### src/rtl/ctl_ep_fifo.sv
module ctl_ep_fifo #(
  parameter int DEPTH = 16,
  parameter int DW    = 8,
  parameter int RW    = 32
) (
  input  logic                         clk,
  input  logic                         rst,
  input  logic                         reg_rd,
  input  logic                         reg_wr,
  input  logic [DW-1:0]                reg_wdata,
  output logic [RW-1:0]                reg_rdata,
  input  logic                         resp_loaded,
  input  logic                         setup_start,
  input  logic                         setup_done,
  input  logic                         setup_needs_reply,
  input  logic                         usb_push,
  input  logic [DW-1:0]                usb_wdata,
  input  logic                         usb_pop,
  output logic [DW-1:0]                usb_rdata,
  output logic [1:0]                   ep_state,
  output logic [$clog2(DEPTH+1)-1:0]   fill_count,
  output logic                         fifo_empty,
  output logic                         fifo_full,
  output logic                         overflow,
  output logic                         underflow
);
  localparam int AW = (DEPTH > 1) ? $clog2(DEPTH) : 1;
  localparam int CW = $clog2(DEPTH + 1);

  typedef enum logic [1:0] {ST_IDLE = 2'd0, ST_RX = 2'd1, ST_REPLY = 2'd2, ST_TX = 2'd3} st_t;

  st_t            st;
  logic [DW-1:0]  mem [DEPTH];
  logic [AW-1:0]  wp, rp;
  logic [CW-1:0]  cnt;
  logic           ovf, unf;

  logic           cpu_rd_win, cpu_pop, usb_pop_ok;
  logic           cpu_wr_try, usb_push_try, push_ok, pop_ok;
  logic [DW-1:0]  head, push_byte;

  assign fifo_empty = (cnt == '0);
  assign fifo_full  = (cnt == CW'(DEPTH));
  assign head       = mem[rp];

  assign cpu_rd_win   = reg_rd && (st != ST_TX);
  assign cpu_pop      = cpu_rd_win && !fifo_empty;
  assign usb_pop_ok   = usb_pop && (st == ST_TX) && !fifo_empty;
  assign pop_ok       = cpu_pop || usb_pop_ok;
  assign cpu_wr_try   = reg_wr && (st == ST_REPLY);
  assign usb_push_try = usb_push && (st == ST_RX);
  assign push_ok      = (cpu_wr_try || usb_push_try) && !fifo_full;
  assign push_byte    = (st == ST_REPLY) ? reg_wdata : usb_wdata;

  assign reg_rdata  = cpu_pop ? RW'(head) : '0;
  assign usb_rdata  = ((st == ST_TX) && !fifo_empty) ? head : '0;
  assign ep_state   = st;
  assign fill_count = cnt;
  assign overflow   = ovf;
  assign underflow  = unf;

  function automatic logic [AW-1:0] bump(input logic [AW-1:0] p);
    return (p == AW'(DEPTH - 1)) ? '0 : p + AW'(1);
  endfunction

  always_ff @(posedge clk) begin
    if (push_ok && !setup_start) mem[wp] <= push_byte;
  end

  always_ff @(posedge clk) begin
    if (rst) begin
      st  <= ST_IDLE;
      wp  <= '0;
      rp  <= '0;
      cnt <= '0;
      ovf <= 1'b0;
      unf <= 1'b0;
    end else if (setup_start) begin
      st  <= ST_RX;
      wp  <= '0;
      rp  <= '0;
      cnt <= '0;
      ovf <= 1'b0;
      unf <= 1'b0;
    end else begin
      if (push_ok) wp <= bump(wp);
      if (pop_ok)  rp <= bump(rp);
      cnt <= cnt + CW'(push_ok) - CW'(pop_ok);
      if ((cpu_wr_try || usb_push_try) && fifo_full) ovf <= 1'b1;
      if (cpu_rd_win && fifo_empty) unf <= 1'b1;
      case (st)
        ST_RX:    if (setup_done) st <= setup_needs_reply ? ST_REPLY : ST_IDLE;
        ST_REPLY: if (resp_loaded) st <= ST_TX;
        ST_TX:    if (fifo_empty || (usb_pop_ok && cnt == CW'(1))) st <= ST_IDLE;
        default:  st <= st;
      endcase
    end
  end


  count_bound_chk: assert property (@(posedge clk) disable iff (rst)
    cnt <= CW'(DEPTH));


  setup_flush_chk: assert property (@(posedge clk) disable iff (rst)
    setup_start |=> (fill_count == '0) && (ep_state == 2'd1) && !overflow && !underflow);


  idle_write_ignored_chk: assert property (@(posedge clk) disable iff (rst)
    (ep_state == 2'd0 && reg_wr && !reg_rd && !setup_start) |=> fill_count == $past(fill_count));


  full_write_drop_chk: assert property (@(posedge clk) disable iff (rst)
    (ep_state == 2'd2 && fifo_full && reg_wr && !reg_rd && !setup_start)
      |=> overflow && (fill_count == $past(fill_count)));


  underflow_sticky_chk: assert property (@(posedge clk) disable iff (rst)
    (underflow && !setup_start) |=> underflow);


  tx_empty_exit_chk: assert property (@(posedge clk) disable iff (rst)
    (ep_state == 2'd3 && fifo_empty && !setup_start) |=> ep_state == 2'd0);


  tx_read_inert_chk: assert property (@(posedge clk) disable iff (rst)
    (ep_state == 2'd3 && reg_rd && !usb_pop && !setup_start)
      |=> (fill_count == $past(fill_count)) && (underflow == $past(underflow)));
endmodule

### config.mk
export PLATFORM = sky130hd
export DESIGN_NAME = ctl_ep_fifo
export DESIGN_NICKNAME = d
export VERILOG_FILES = /design/src/rtl/ctl_ep_fifo.sv
export SDC_FILE = /design/constraint.sdc
export NUM_CORES = 1
export LEC_CHECK = 0
export ABC_AREA = 1
export BUFFER_PORTS_ARGS = -buffer_cell sky130_fd_sc_hd__buf_4
export CAP_MARGIN = 20
export CORE_MARGIN = 3
export CORE_UTILIZATION = 50
export CTS_CLUSTER_SIZE = 8
export DETAILED_ROUTE_END_ITERATION = 8
export GPL_TIMING_DRIVEN = 0
export MAX_ROUTING_LAYER = met4
export PLACE_DENSITY = 0.71
export REMOVE_ABC_BUFFERS = 1
export SETUP_SLACK_MARGIN = 0.1
export SYNTH_ARGS = -nofsm -noshare
export SYNTH_HDL_FRONTEND = slang
export SYNTH_SLANG_ARGS = --single-unit
### constraint.sdc
create_clock -name clk -period 3.1 [get_ports clk]
set_input_delay 0.31 -clock clk [delete_from_list [all_inputs] [get_ports clk]]
set_output_delay 0.31 -clock clk [all_outputs]
set_load 0.02 [all_outputs]
[Yosys cells after proc, flatten, opt, wreduce, memory -nomap -nowiden]
Memories as Yosys holds them, arrays and structs flattened. A register that Yosys moved wholly into a read port is not among the register bits.
Index checks and enable logic that the tools add are counted.
Storage, ports and cells
  bits in registers: 17
  bits in latches: 0
  memory bits (writable): 128
  bits in read-only memories: 0
  bits of input ports: 26
  output and inout bits: 51
  word-level logic and storage cells: 65
  memories: 1
Memories
  mem: words 16, bits a word 8, read ports 1, clocked after memory_dff 1, wr ports 1, line 33  | logic [DW-1:0] mem [DEPTH];
Operators by class
  add/sub/neg operators: 4
  $mul: 0
  div/mod/pow operators: 0
  $lt $le $gt $ge: 0
  equality and inequality tests: 14
  shift-type cells: 0
  multiplexer cells: 15
  bitwise logic cells: 0
  reductions and logical operators: 24
Operators with widths (count)
  $mux 8: 3
  $mux 4: 4
  $logic_and 1x1->1: 12
  $add 4x1->4 const B: 2
  $eq 4x4->1 const B: 2
  $mux 2: 4
  $reduce_and 4->1: 2
  $ne 2x2->1 const B: 3
  $ne 3x3->1 const B: 2
  $pmux 2 s3: 1
  $add 5x1->5: 1
  $eq 5x1->1 const B: 1
  $eq 5x5->1 const B: 1
  $logic_not 5->1: 1
  $sub 5x1->5: 1
  $eq 2x2->1 const B: 2
  $reduce_bool 4->1: 1
  $logic_not 1->1: 3
  $logic_or 1x1->1: 3
  $mux 1: 3
  $ne 3x2->1 const B: 1
  $reduce_bool 3->1: 1
  $eq 2x1->1 const B: 1
  $ne 2x1->1 const B: 1
  $reduce_or 2->1: 1

[Longest topological paths before layout]
Gate-level depths: netlist (run 1).
  word-level depth: 8
  depth in mapped cells: 13
  gate-level depth less buffers: 13

[Worst setup path after synthesis (run 1)]
Ideal clock, no wire load.
  path kind: reg2reg
  start: reg st[1] (netlist: ep_state[1])
  end: reg cnt[4] (netlist: fill_count[4])
  library setup time: 0.122 ns
  arrival time: 2.498 ns
  data required time: 2.978 ns
  setup slack: 0.480 ns
  cell stages (with the launch flop): 13
  path buffers: 0
  clock period less this slack: 2.620 ns
  cells stage by stage: dfxtp_1 ha_1 nor2_1 o21ai_2 inv_1 ha_1 inv_1 ha_1 fa_1 a21oi_1 o21bai_1 o21ai_0 a21oi_1
Between the ends
  word-level cells in the longest chain between the ends: 6
  elaborated cells between the ends (all ways): 15
  classes of those cells: add/sub: 2; eq/ne: 4; reduce/logical: 9
RTL lines
  from (decl): line 32  | st_t st;
  from (signal assigned): line 92  | ST_RX: if (setup_done) st <= setup_needs_reply ? ST_REPLY : ST_IDLE;
  from (signal assigned): line 95  | default: st <= st;
  $eq 2x2->1 / $eq 2x1->1 (equally long branches): line 50, 51
  $logic_and 1x1->1 (on tied branches): line 50, 51
  $logic_or 1x1->1: line 52  | assign push_ok = (cpu_wr_try || usb_push_try) && !fifo_full;
  $logic_and 1x1->1: line 52
  $add 5x1->5: line 88  | cnt <= cnt + CW'(push_ok) - CW'(pop_ok);
  $sub 5x1->5 *: line 88
  to (signal assigned): line 88
  to (decl): line 35  | logic [CW-1:0] cnt;
Every way passes the cells marked *; elsewhere a longest branch is shown, timed or not.
A chain may end at the register's enable or synchronous reset.

==> impl_metrics.csv, run 1 <==
group,metric,value,unit
final_layout,drive_above_1_share,0.122,
route,vias,5056,
yosys,synth_top_area_cell,"edfxtp_1",
power_and_ir_drop,p_sw,1.50,mW
cts,clock_latency,0.42,ns
cts,h-tree-depth,4,
placement,placed_area,7400,um2
global_routing,grt-ovfl-total,0,
global_routing,grt_pass1_vias,4802,
sta,tightest_slew,1.10,ns
die,start_util,0.520,
final_layout,regArea,4270,um2
die,coreArea,13500,um2
critical_path,crit_type,"reg2out",
route,postRouteWirelength,15.9,mm
die,die_area,15500,um2
yosys,yosysMostFrequentCell,"nand2_1",
route,ant_nets,0,
sta,fin_crit,2.80,ns
die,dieHeight,125,um
yosys,synth-seq-area-share,0.607,
sta,rsz0062_at_grt,"false",
yosys,synth_cells,739,
critical_path,crit_arrival,2.49,ns
power_and_ir_drop,p_leak,3.45,nW
final_layout,diodes,0,
final_layout,fillCellCount,1139,
route,route.detailed.drc,0,
yosys,syn_avg_cell_area,9.50,um2
global_routing,grt_max_degree,65,
yosys,synth_top_area_frac,0.547,
placement,dp.cells,943,
power_and_ir_drop,pwr-share-comb,0.190,
global_routing,grt_pass1_wl,25.5,mm
min_path,min_path_cells,2,
sta,finClkSkew,0.00701,ns
critical_path,r2r_cells,8,
final_layout,stdcell_area,8080,um2
power_and_ir_drop,swShare,0.269,
cts,cts_root_buf,"clkbuf_16",
critical_path,required,2.79,ns
yosys,synth.cell_area,7020,um2
power_and_ir_drop,seqPwrFrac,0.410,
die,std_cell_rows,42,
sta,final_hold_viol_count,0,
yosys,synth_edf_count,128,
cts,cts_buffers,17,
placement,io_buffers,52,
global_routing,track_usage,0.216,
placement,gp_congestion,0.790,
die,die_w,125,um
sta,fin_ws,0.302,ns
yosys,synth_top_flop_cell,"edfxtp_1",
sta,slew_headroom,0.263,
yosys,synth_seq_cells,149,
cts,cts_tree,"built",
route,drtIter0Drc,462,
sta,drv_slew,0,
yosys,ys_types,30,
critical_path,start_kind,"register",
critical_path,cp-end-kind,"output port",
power_and_ir_drop,irDropWorstVdd,0.438,mV
yosys,synthTopCellsByCount,"249 x nand2_1, 128 x edfxtp_1, 96 x inv_1",
final_layout,area_growth,15.1,%
placement,dpl_worst_slack,0.197,ns
global_routing,antenna_found_initial,0,
run,maxCapViolations,0,
yosys,ys_async_sr_fraction,0,
cts,clock-sinks,149,
run_status,status,"complete, no violations",
sta,fin_hold_ws,0.0778,ns
yosys,synth_warnings,0,
route,firstDrtPassIters,5,
sta,setup_viol,0,
power_and_ir_drop,power_density,689,nW/um2
route,wl_per_cell,16.3,um
yosys,synth_area_leaders,"edfxtp_1 55%, nand2_1 13%, nand3_1 6.3%",
cts,clk_pin_slew,0.06,ns
sta,max_freq,0.357,GHz
sta,min_period_over_period,0.903,
final_layout,instances_no_fill,977,
final_layout,fin_util,0.598,
route,vias_per_cell,5.18,
placement,dp_hpwl,10.2,mm
min_path,min_path_type,"in2reg",
critical_path,path_max_fanout,32,
die,io_pins,77,
final_layout,layout.nets,830,
power_and_ir_drop,power,5.57,mW
power_and_ir_drop,p_int,4.07,mW
final_layout,multi_input_area,2130,um2
sta,fin_setup_tns,0,ns
power_and_ir_drop,p_clk_frac,0.400,
cts,cts.path.max_buffers,2,
==> final timing paths <==
path / endpoint / from / slack, ns
max: usb_rdata[2] / register / 0.30
min: ep_state[0] / rst / 0.08
max reg2reg: mem[5][6] / ep_state[0] / 0.39
min reg2reg: overflow / overflow / 0.46
==> worst max-delay path, stage by stage, from the launching register on <==
cell and delay (ns):
dfxtp_2 0.55, buf_8 0.23, clkinv_2 0.44, nand3_1 0.27, nand3_1 0.14, nand3_1 0.15, a21oi_1 0.09, buf_4 0.18
==> flip-flops by register name (all words and copies together), names as in the netlist, named ones only <==
register / flops
ep_state: 2
fill_count: 5
mem: 128
overflow: 1
rp: 4
underflow: 1
wp: 4
==> area by class of cell <==
| cell class | instances | share of cell area |
|---|---|---|
| tap | 176 | 0.0272 |
| clock buffer | 22 | 0.0574 |
| timing repair buffer | 56 | 0.0545 |
| sequential | 149 | 0.528 |
| inverter | 100 | 0.0475 |
| clock inverter | 10 | 0.0220 |
| multi-input combinational | 464 | 0.263 |
==> placed cells by master (no fill, tap or decap), types with 2 or more instances in the layout <==
cell / synthesis / layout
conb_1: 1 / 24
ha_1: 15 / 13
nand3_1: 88 / 88
edfxtp_1: 128 / 128
dfxtp_2: 0 / 4
buf_4: 24 / 54
dfxtp_1: 21 / 17
nor2_1: 27 / 27
nand4_1: 4 / 4
bufinv_16: 0 / 5
nand2_1: 249 / 249
xnor2_1: 3 / 3
clkbuf_8: 1 / 2
nor2_2: 2 / 2
clkinv_1: 2 / 2
inv_1: 96 / 96
clkinv_2: 0 / 5
clkbuf_16: 0 / 17
o21ai_0: 9 / 9
nor3_1: 4 / 4
clkbuf_1: 1 / 3
a21oi_1: 31 / 31
==> timing repair <==
item,CTS,global route
endpoints found under the setup margin,16,85
setup buffers,0,2
gates resized for setup,1,9
hold buffers,0,0
pin swaps,0,1
endpoints found under the hold margin,0,0
==> routing by layer <==
metal / track usage / wire length (um) / vias up
met1: 0.293 / 7170 / 2383
met5: - / 0 / -
met4: 0.0729 / 242 / 0
met3: 0.0395 / 891 / 20
met2: 0.330 / 7600 / 205
li1: - / - / 2448
==> logic make-up after synthesis <==
group	share of synthesized area
and+or+nand+nor	0.221
AOI/OAI and AO/OA	0.0319
xor gates and xnor gates	0.00499
DFF	0.607
adders and majority gates	0.0296
other	0.000534
buffers and inverters	0.104
==> power groups by stage <==
stage / Clock, mW / Combinational, mW / Sequential (mW)
finish: 2.23 / 1.06 / 2.28
global route: 2.33 / 1.19 / 2.29
CTS: 2.25 / 1.03 / 2.28
detailed placement: 0 / 1.03 / 2.33
global placement: 0 / 0.959 / 2.36
floorplan: 0 / 0.634 / 2.36
(Power assumes the default switching activity.)
==> run 2, diff against run 1 <==
--- a/config.mk
+++ b/config.mk
@@ -8,7 +8,6 @@
 export ABC_AREA = 1
 export BUFFER_PORTS_ARGS = -buffer_cell sky130_fd_sc_hd__buf_4
 export CAP_MARGIN = 20
-export CORE_MARGIN = 3
 export CORE_UTILIZATION = 50
 export CTS_CLUSTER_SIZE = 8
 export DETAILED_ROUTE_END_ITERATION = 8
==> constraint.sdc (replaced) <==
create_clock -name clk -period 3.1 [get_ports clk]
set_input_delay 0.155 -clock clk [delete_from_list [all_inputs] [get_ports clk]]
set_output_delay 0.155 -clock clk [all_outputs]
set_load 0.02 [all_outputs]
==> run 2 against run 1 <==
  * Count of clock-buffer cells in the layout is 4 lower
  * Wire length shrank 2.5%
  * First-iteration DRC count is 20% higher
  * Combinational power is essentially flat
  * Sequential power hardly changed
  * Sequential cell count unchanged
  * Power down 5.9%
  * Cell count down 0.10%
  * Via count grew 0.65%
  * Critical endpoint is now fill_count[4]
  * Largest cell class unchanged
  * Worst setup slack improved by 0.013 ns
  * Global-route usage increased by 2.0 points
  * Die area fell by 6.3%
==> impl_metrics.csv, run 2 (same netlist as run 1, synthesis figures left out) <==
group,metric,value,unit
run_status,status,"complete, no violations",
power_and_ir_drop,power,5.24,mW
placement,placed_area,7410,um2
critical_path,crit_chain,"ha_2, nand2_1, nand2_1, nand2_2, ha_1, inv_1, ha_1, fa_1, a21oi_1, o21bai_1, o21ai_0, a21oi_1",
sta,setup_viol,0,
final_layout,largest-register,"mem",
power_and_ir_drop,p_leak,3.40,nW
critical_path,worst_r2r_endpoint,"fill_count[4]",
critical_path,critical_path.top_delay_family,"adder cells",
route,vias,5089,
route,vias_per_cell,5.21,
sta,tightest_slew,0.872,ns
route,drtIter0Drc,553,
cts,clk_pin_slew,0.06,ns
sta,max_freq,0.359,GHz
sta,final_hold_viol_count,0,
min_path,min_path_cells,5,
global_routing,grt-ovfl-total,0,
global_routing,grt_pass1_vias,4763,
final_layout,largest_reg_flops,128,
final_layout,stdcell_area,7990,um2
die,dieHeight,121,um
sta,fin_ws,0.315,ns
final_layout,layout_commonest_cell,"nand2_1",
route,postRouteWirelength,15.5,mm
critical_path,max_stage_delay,0.44,ns
final_layout,drive_above_1_share,0.113,
placement,dp_hpwl,9.96,mm
power_and_ir_drop,power_density,656,nW/um2
placement,gp_congestion,0.811,
final_layout,layout.nets,830,
critical_path,worst_path_max_delay_cell,"dfxtp_1",
placement,dp.cells,943,
route,ant_nets,0,
cts,cts_buffers,17,
global_routing,grt_pass1_wl,24.7,mm
sta,drv_slew,0,
sta,finClkSkew,0.00668,ns
cts,cts_tree,"built",
final_layout,instances_no_fill,976,
placement,dpl_worst_slack,0.195,ns
critical_path,path_max_fanout,13,
cts,clock-sinks,149,
critical_path,crit_type,"reg2reg",
critical_path,start_kind,"register",
die,start_util,0.522,
critical_path,required,3.40,ns
min_path,min_path_type,"in2reg",
critical_path,r2r-start,"ep_state[1]",
critical_path,cp.buffers_inverters,1,
global_routing,grt_max_degree,65,
cts,clock_latency,0.42,ns
final_layout,diodes,0,
min_path,holdCritStartpoint,"reg_rd",
route,route.detailed.drc,0,
sta,slew_headroom,0.416,
critical_path,ff2ff_setup_slack,0.31,ns
sta,rsz0062_at_grt,"false",
power_and_ir_drop,irDropWorstVdd,0.571,mV
cts,cts.path.max_buffers,2,
die,die_area,14500,um2
global_routing,antenna_found_initial,0,
min_path,holdPathEnd,"underflow",
die,std_cell_rows,42,
die,io_pins,77,
placement,io_buffers,52,
die,coreArea,13500,um2
sta,fin_setup_tns,0,ns
cts,h-tree-depth,4,
critical_path,cp-end-kind,"register",
cts,cts_root_buf,"clkbuf_16",
route,wl_per_cell,15.9,um
route,firstDrtPassIters,7,
die,die_w,121,um
sta,min_period_over_period,0.898,
sta,fin_crit,2.79,ns
final_layout,area_growth,13.8,%
final_layout,fillCellCount,1186,
cts,cts_setup_buffers,0,
critical_path,crit_arrival,3.09,ns
global_routing,track_usage,0.235,
final_layout,layout_common_cells,"249 x nand2_1, 128 x edfxtp_1, 96 x inv_1",
run,maxCapViolations,0,
critical_path,r2r_cells,12,
==> run 2: cell types whose count changed in the layout (fill, tap and decap cells not counted), moves of 2 or more <==
| cell | change |
|---|---|
| clkinv_1 | +5 |
| bufinv_16 | -3 |
| dfxtp_1 | +3 |
| dfxtp_2 | -3 |
| buf_4 | -2 |
| clkbuf_1 | -2 |
| clkbuf_8 | -2 |
| clkinv_2 | -2 |
| clkinvlp_4 | +2 |
| inv_2 | +2 |
==> run 2: stage by stage <==
step,util,hold slack (ns)
after detailed placement,0.551,0.341
final,0.594,0.129
after floorplan,-,0.224
after CTS,0.592,0.112
after global placement,0.547,0.335
after global routing,0.594,0.145
==> run 2: final cells by class <==
class                      count  area, um2  area share
timing repair buffer          56        468      0.0586
sequential                   149       4270       0.534
inverter                     100        375      0.0470
clock buffer                  18        429      0.0537
multi-input combinational    464       2120       0.265
tap                          176        220      0.0276
clock inverter                13        116      0.0146
==> run 2: how the worst max path moves through the flow <==
stage | cells past startpoint | startpoint | endpoint | slack [ns]
after floorplan | 6 | register | reg_rdata[6] | 0.15
after global placement | 7 | register | reg_rdata[7] | -1.15
after detailed placement | 12 | ep_state[1] | fill_count[4] | 0.20
after CTS | 12 | ep_state[1] | fill_count[4] | 0.17
after global routing | 12 | ep_state[1] | fill_count[4] | 0.10
final | 12 | ep_state[1] | fill_count[4] | 0.31
==> run 2: repair_timing <==
action	CTS	global route
hold buffers	1	0
setup endpoints to repair	0	25
endpoints found under the hold margin	1	0
gates resized for setup	0	2
==> run 2: report_power, final <==
| part | switching [mW] | internal, mW |
|---|---|---|
| logic | 0.680 | 0.368 |
| registers | 0.0496 | 2.23 |
| clock network | 0.757 | 1.16 |
==> run 2: worst reg2reg max path, stage by stage (launching register included) <==
cell	delay, ns
dfxtp_1	0.44
ha_2	0.38
nand2_1	0.09
nand2_1	0.19
nand2_2	0.15
ha_1	0.31
inv_1	0.04
ha_1	0.20
fa_1	0.42
a21oi_1	0.16
o21bai_1	0.09
o21ai_0	0.16
a21oi_1	0.05
==> run 2: metal layers <==
| layer | global-route usage | up-vias | part of all wire |
|---|---|---|---|
| met5 | - | - | 0 |
| met4 | 0.0849 | 0 | 0.017 |
| met3 | 0.0458 | 19 | 0.075 |
| met2 | 0.364 | 240 | 0.46 |
| met1 | 0.311 | 2389 | 0.44 |
| li1 | - | 2441 | - |
==> run 3, diff against run 2 <==
--- a/config.mk
+++ b/config.mk
@@ -19,3 +19,4 @@
 export SYNTH_ARGS = -nofsm -noshare
 export SYNTH_HDL_FRONTEND = slang
 export SYNTH_SLANG_ARGS = --single-unit
+export TNS_END_PERCENT = 30
==> constraint.sdc (replaced) <==
create_clock -name clk -period 3.1 [get_ports clk]
set_input_delay 0.62 -clock clk [delete_from_list [all_inputs] [get_ports clk]]
set_output_delay 0.62 -clock clk [all_outputs]
set_load 0.02 [all_outputs]
==> run 3 against run 2 <==
  * Register-to-register slack barely moved
  * Core utilization shrank 0.11 points
  * Global-route usage hardly changed
  * Critical endpoint is now usb_rdata[6]
  * Sequential share of layout area is 0.16 points higher
  * Worst hold slack improved by 0.25 ns
  * First-iteration DRC count up 0.90%
  * Via count down 0.51%
  * Wire length decreased by 0.40%
  * Sequential power about the same
  * Combinational power about the same
  * Clock skew is 0.00086 ns higher
==> impl_metrics.csv, run 3 (same netlist as run 1, synthesis figures left out) <==
group,metric,value,unit
final_layout,area_growth,13.6,%
sta,fin_crit,2.83,ns
run,maxCapViolations,0,
final_layout,fillCellCount,1183,
route,drtIter0Drc,558,
global_routing,grt-ovfl-total,0,
final_layout,layout.nets,828,
final_layout,largest-register,"mem",
critical_path,cp-end-kind,"output port",
power_and_ir_drop,p_sw,1.49,mW
cts,clk_pin_slew,0.06,ns
power_and_ir_drop,power,5.23,mW
run_status,status,"complete, no violations",
route,route.detailed.drc,0,
final_layout,layout_commonest_cell,"nand2_1",
route,wl_per_cell,15.9,um
die,coreArea,13500,um2
min_path,min_path_type,"in2reg",
min_path,min_path_cells,2,
power_and_ir_drop,seqPwrFrac,0.436,
power_and_ir_drop,irDropWorstVdd,0.572,mV
global_routing,grt_pass1_vias,4765,
route,firstDrtPassIters,5,
critical_path,crit_arrival,2.21,ns
sta,drv_slew,0,
route,postRouteWirelength,15.4,mm
cts,cts_root_buf,"clkbuf_16",
cts,cts_buffers,17,
placement,gp_congestion,0.811,
route,vias_per_cell,5.20,
critical_path,crit_type,"reg2out",
final_layout,fin_util,0.593,
placement,dp_hpwl,9.96,mm
final_layout,drive_above_1_share,0.113,
sta,slew_headroom,0.418,
route,vias,5063,
power_and_ir_drop,p_leak,3.40,nW
cts,cts_tree,"built",
power_and_ir_drop,p_int,3.74,mW
critical_path,start_kind,"register",
power_and_ir_drop,swShare,0.284,
die,die_w,121,um
sta,tightest_slew,0.870,ns
final_layout,layout_common_cells,"249 x nand2_1, 128 x edfxtp_1, 96 x inv_1",
sta,rsz0062_at_grt,"true",
cts,clock_latency,0.42,ns
die,dieHeight,121,um
cts,h-tree-depth,4,
die,io_pins,77,
sta,setup_viol,0,
power_and_ir_drop,power_density,656,nW/um2
cts,cts_setup_buffers,0,
cts,cts.path.max_buffers,2,
die,std_cell_rows,42,
critical_path,path_max_fanout,17,
sta,finClkSkew,0.00753,ns
sta,final_hold_viol_count,0,
sta,max_freq,0.353,GHz
global_routing,antenna_found_initial,0,
final_layout,largest_reg_flops,128,
die,die_area,14500,um2
final_layout,diodes,0,
global_routing,track_usage,0.235,
critical_path,r2r_cells,12,
sta,min_period_over_period,0.914,
die,start_util,0.522,
placement,io_buffers,52,
global_routing,grt_max_degree,65,
power_and_ir_drop,pwr-share-comb,0.198,
route,ant_nets,0,
cts,hold_buffers,0,
cts,clock-sinks,149,
global_routing,grt_pass1_wl,24.7,mm
critical_path,required,2.48,ns
power_and_ir_drop,p_clk_frac,0.366,
run 3: cell types whose count changed in the layout (fill, tap and decap cells not counted):
cell and change:
dfxtp_1 -2, dfxtp_4 +1, ha_1 +1, inv_6 +1, dfxtp_2 +1, buf_12 -1, ha_2 -1, dlygate4sd3_1 -1
inv_8 +1, inv_2 -2
run 3: layout make-up:
cell class | count | area, um2 | area share
Tap cell | 176 | 220 | 0.0276
Multi-Input combinational cell | 464 | 2110 | 0.265
Inverter | 100 | 388 | 0.0486
Clock buffer | 18 | 429 | 0.0538
Sequential cell | 149 | 4270 | 0.535
Clock inverter | 13 | 116 | 0.0146
Timing Repair Buffer | 54 | 438 | 0.0549
run 3: metrics by stage:
stage	worst slack [ns]	cells	TNS (ns)	area (um2)	hold slack (ns)
after floorplan	-0.317	713	-5.00	6750	0.472
after global placement	-1.61	941	-25.54	7360	0.443
after detailed placement	0.195	943	0	7410	0.454
after CTS	0.154	974	0	7970	0.367
after global routing	0.0655	974	0	7980	0.382
final	0.268	974	0	7980	0.379
run 3: repair_timing:
action                     4_1_cts  5_1_grt
pin swaps                        0        0
setup endpoints to repair       16       39
resized for setup                5        4
run 3: final timing paths:
path,startpoint,slack (ns),end
setup / recovery,register,0.27,usb_rdata[6]
hold reg to reg,underflow,0.46,underflow
setup reg to reg,ep_state[1],0.30,fill_count[4]
hold / removal,rst,0.38,ep_state[0]
run 3: metal layers:
| layer | share of wire | vias up | global-route usage |
|---|---|---|---|
| met1 | 0.44 | 2391 | 0.311 |
| met3 | 0.080 | 21 | 0.0458 |
| met5 | 0 | - | - |
| met4 | 0.018 | 0 | 0.0849 |
| li1 | - | 2439 | - |
| met2 | 0.46 | 212 | 0.363 |
run 3: critical path, stage by stage, from the launching register on:
cell	delay (ns)
dfxtp_2	0.59
inv_1	0.43
nand3_1	0.26
nand3_1	0.14
a21oi_1	0.20
buf_4	0.17
run 3: power groups by stage:
stage | logic [mW] | registers [mW] | clock network (mW)
after floorplan | 0.634 | 2.36 | 0
after global placement | 0.956 | 2.36 | 0
after detailed placement | 1.03 | 2.32 | 0
after CTS | 1.04 | 2.28 | 1.94
after global routing | 1.15 | 2.29 | 2.02
final | 1.04 | 2.28 | 1.91
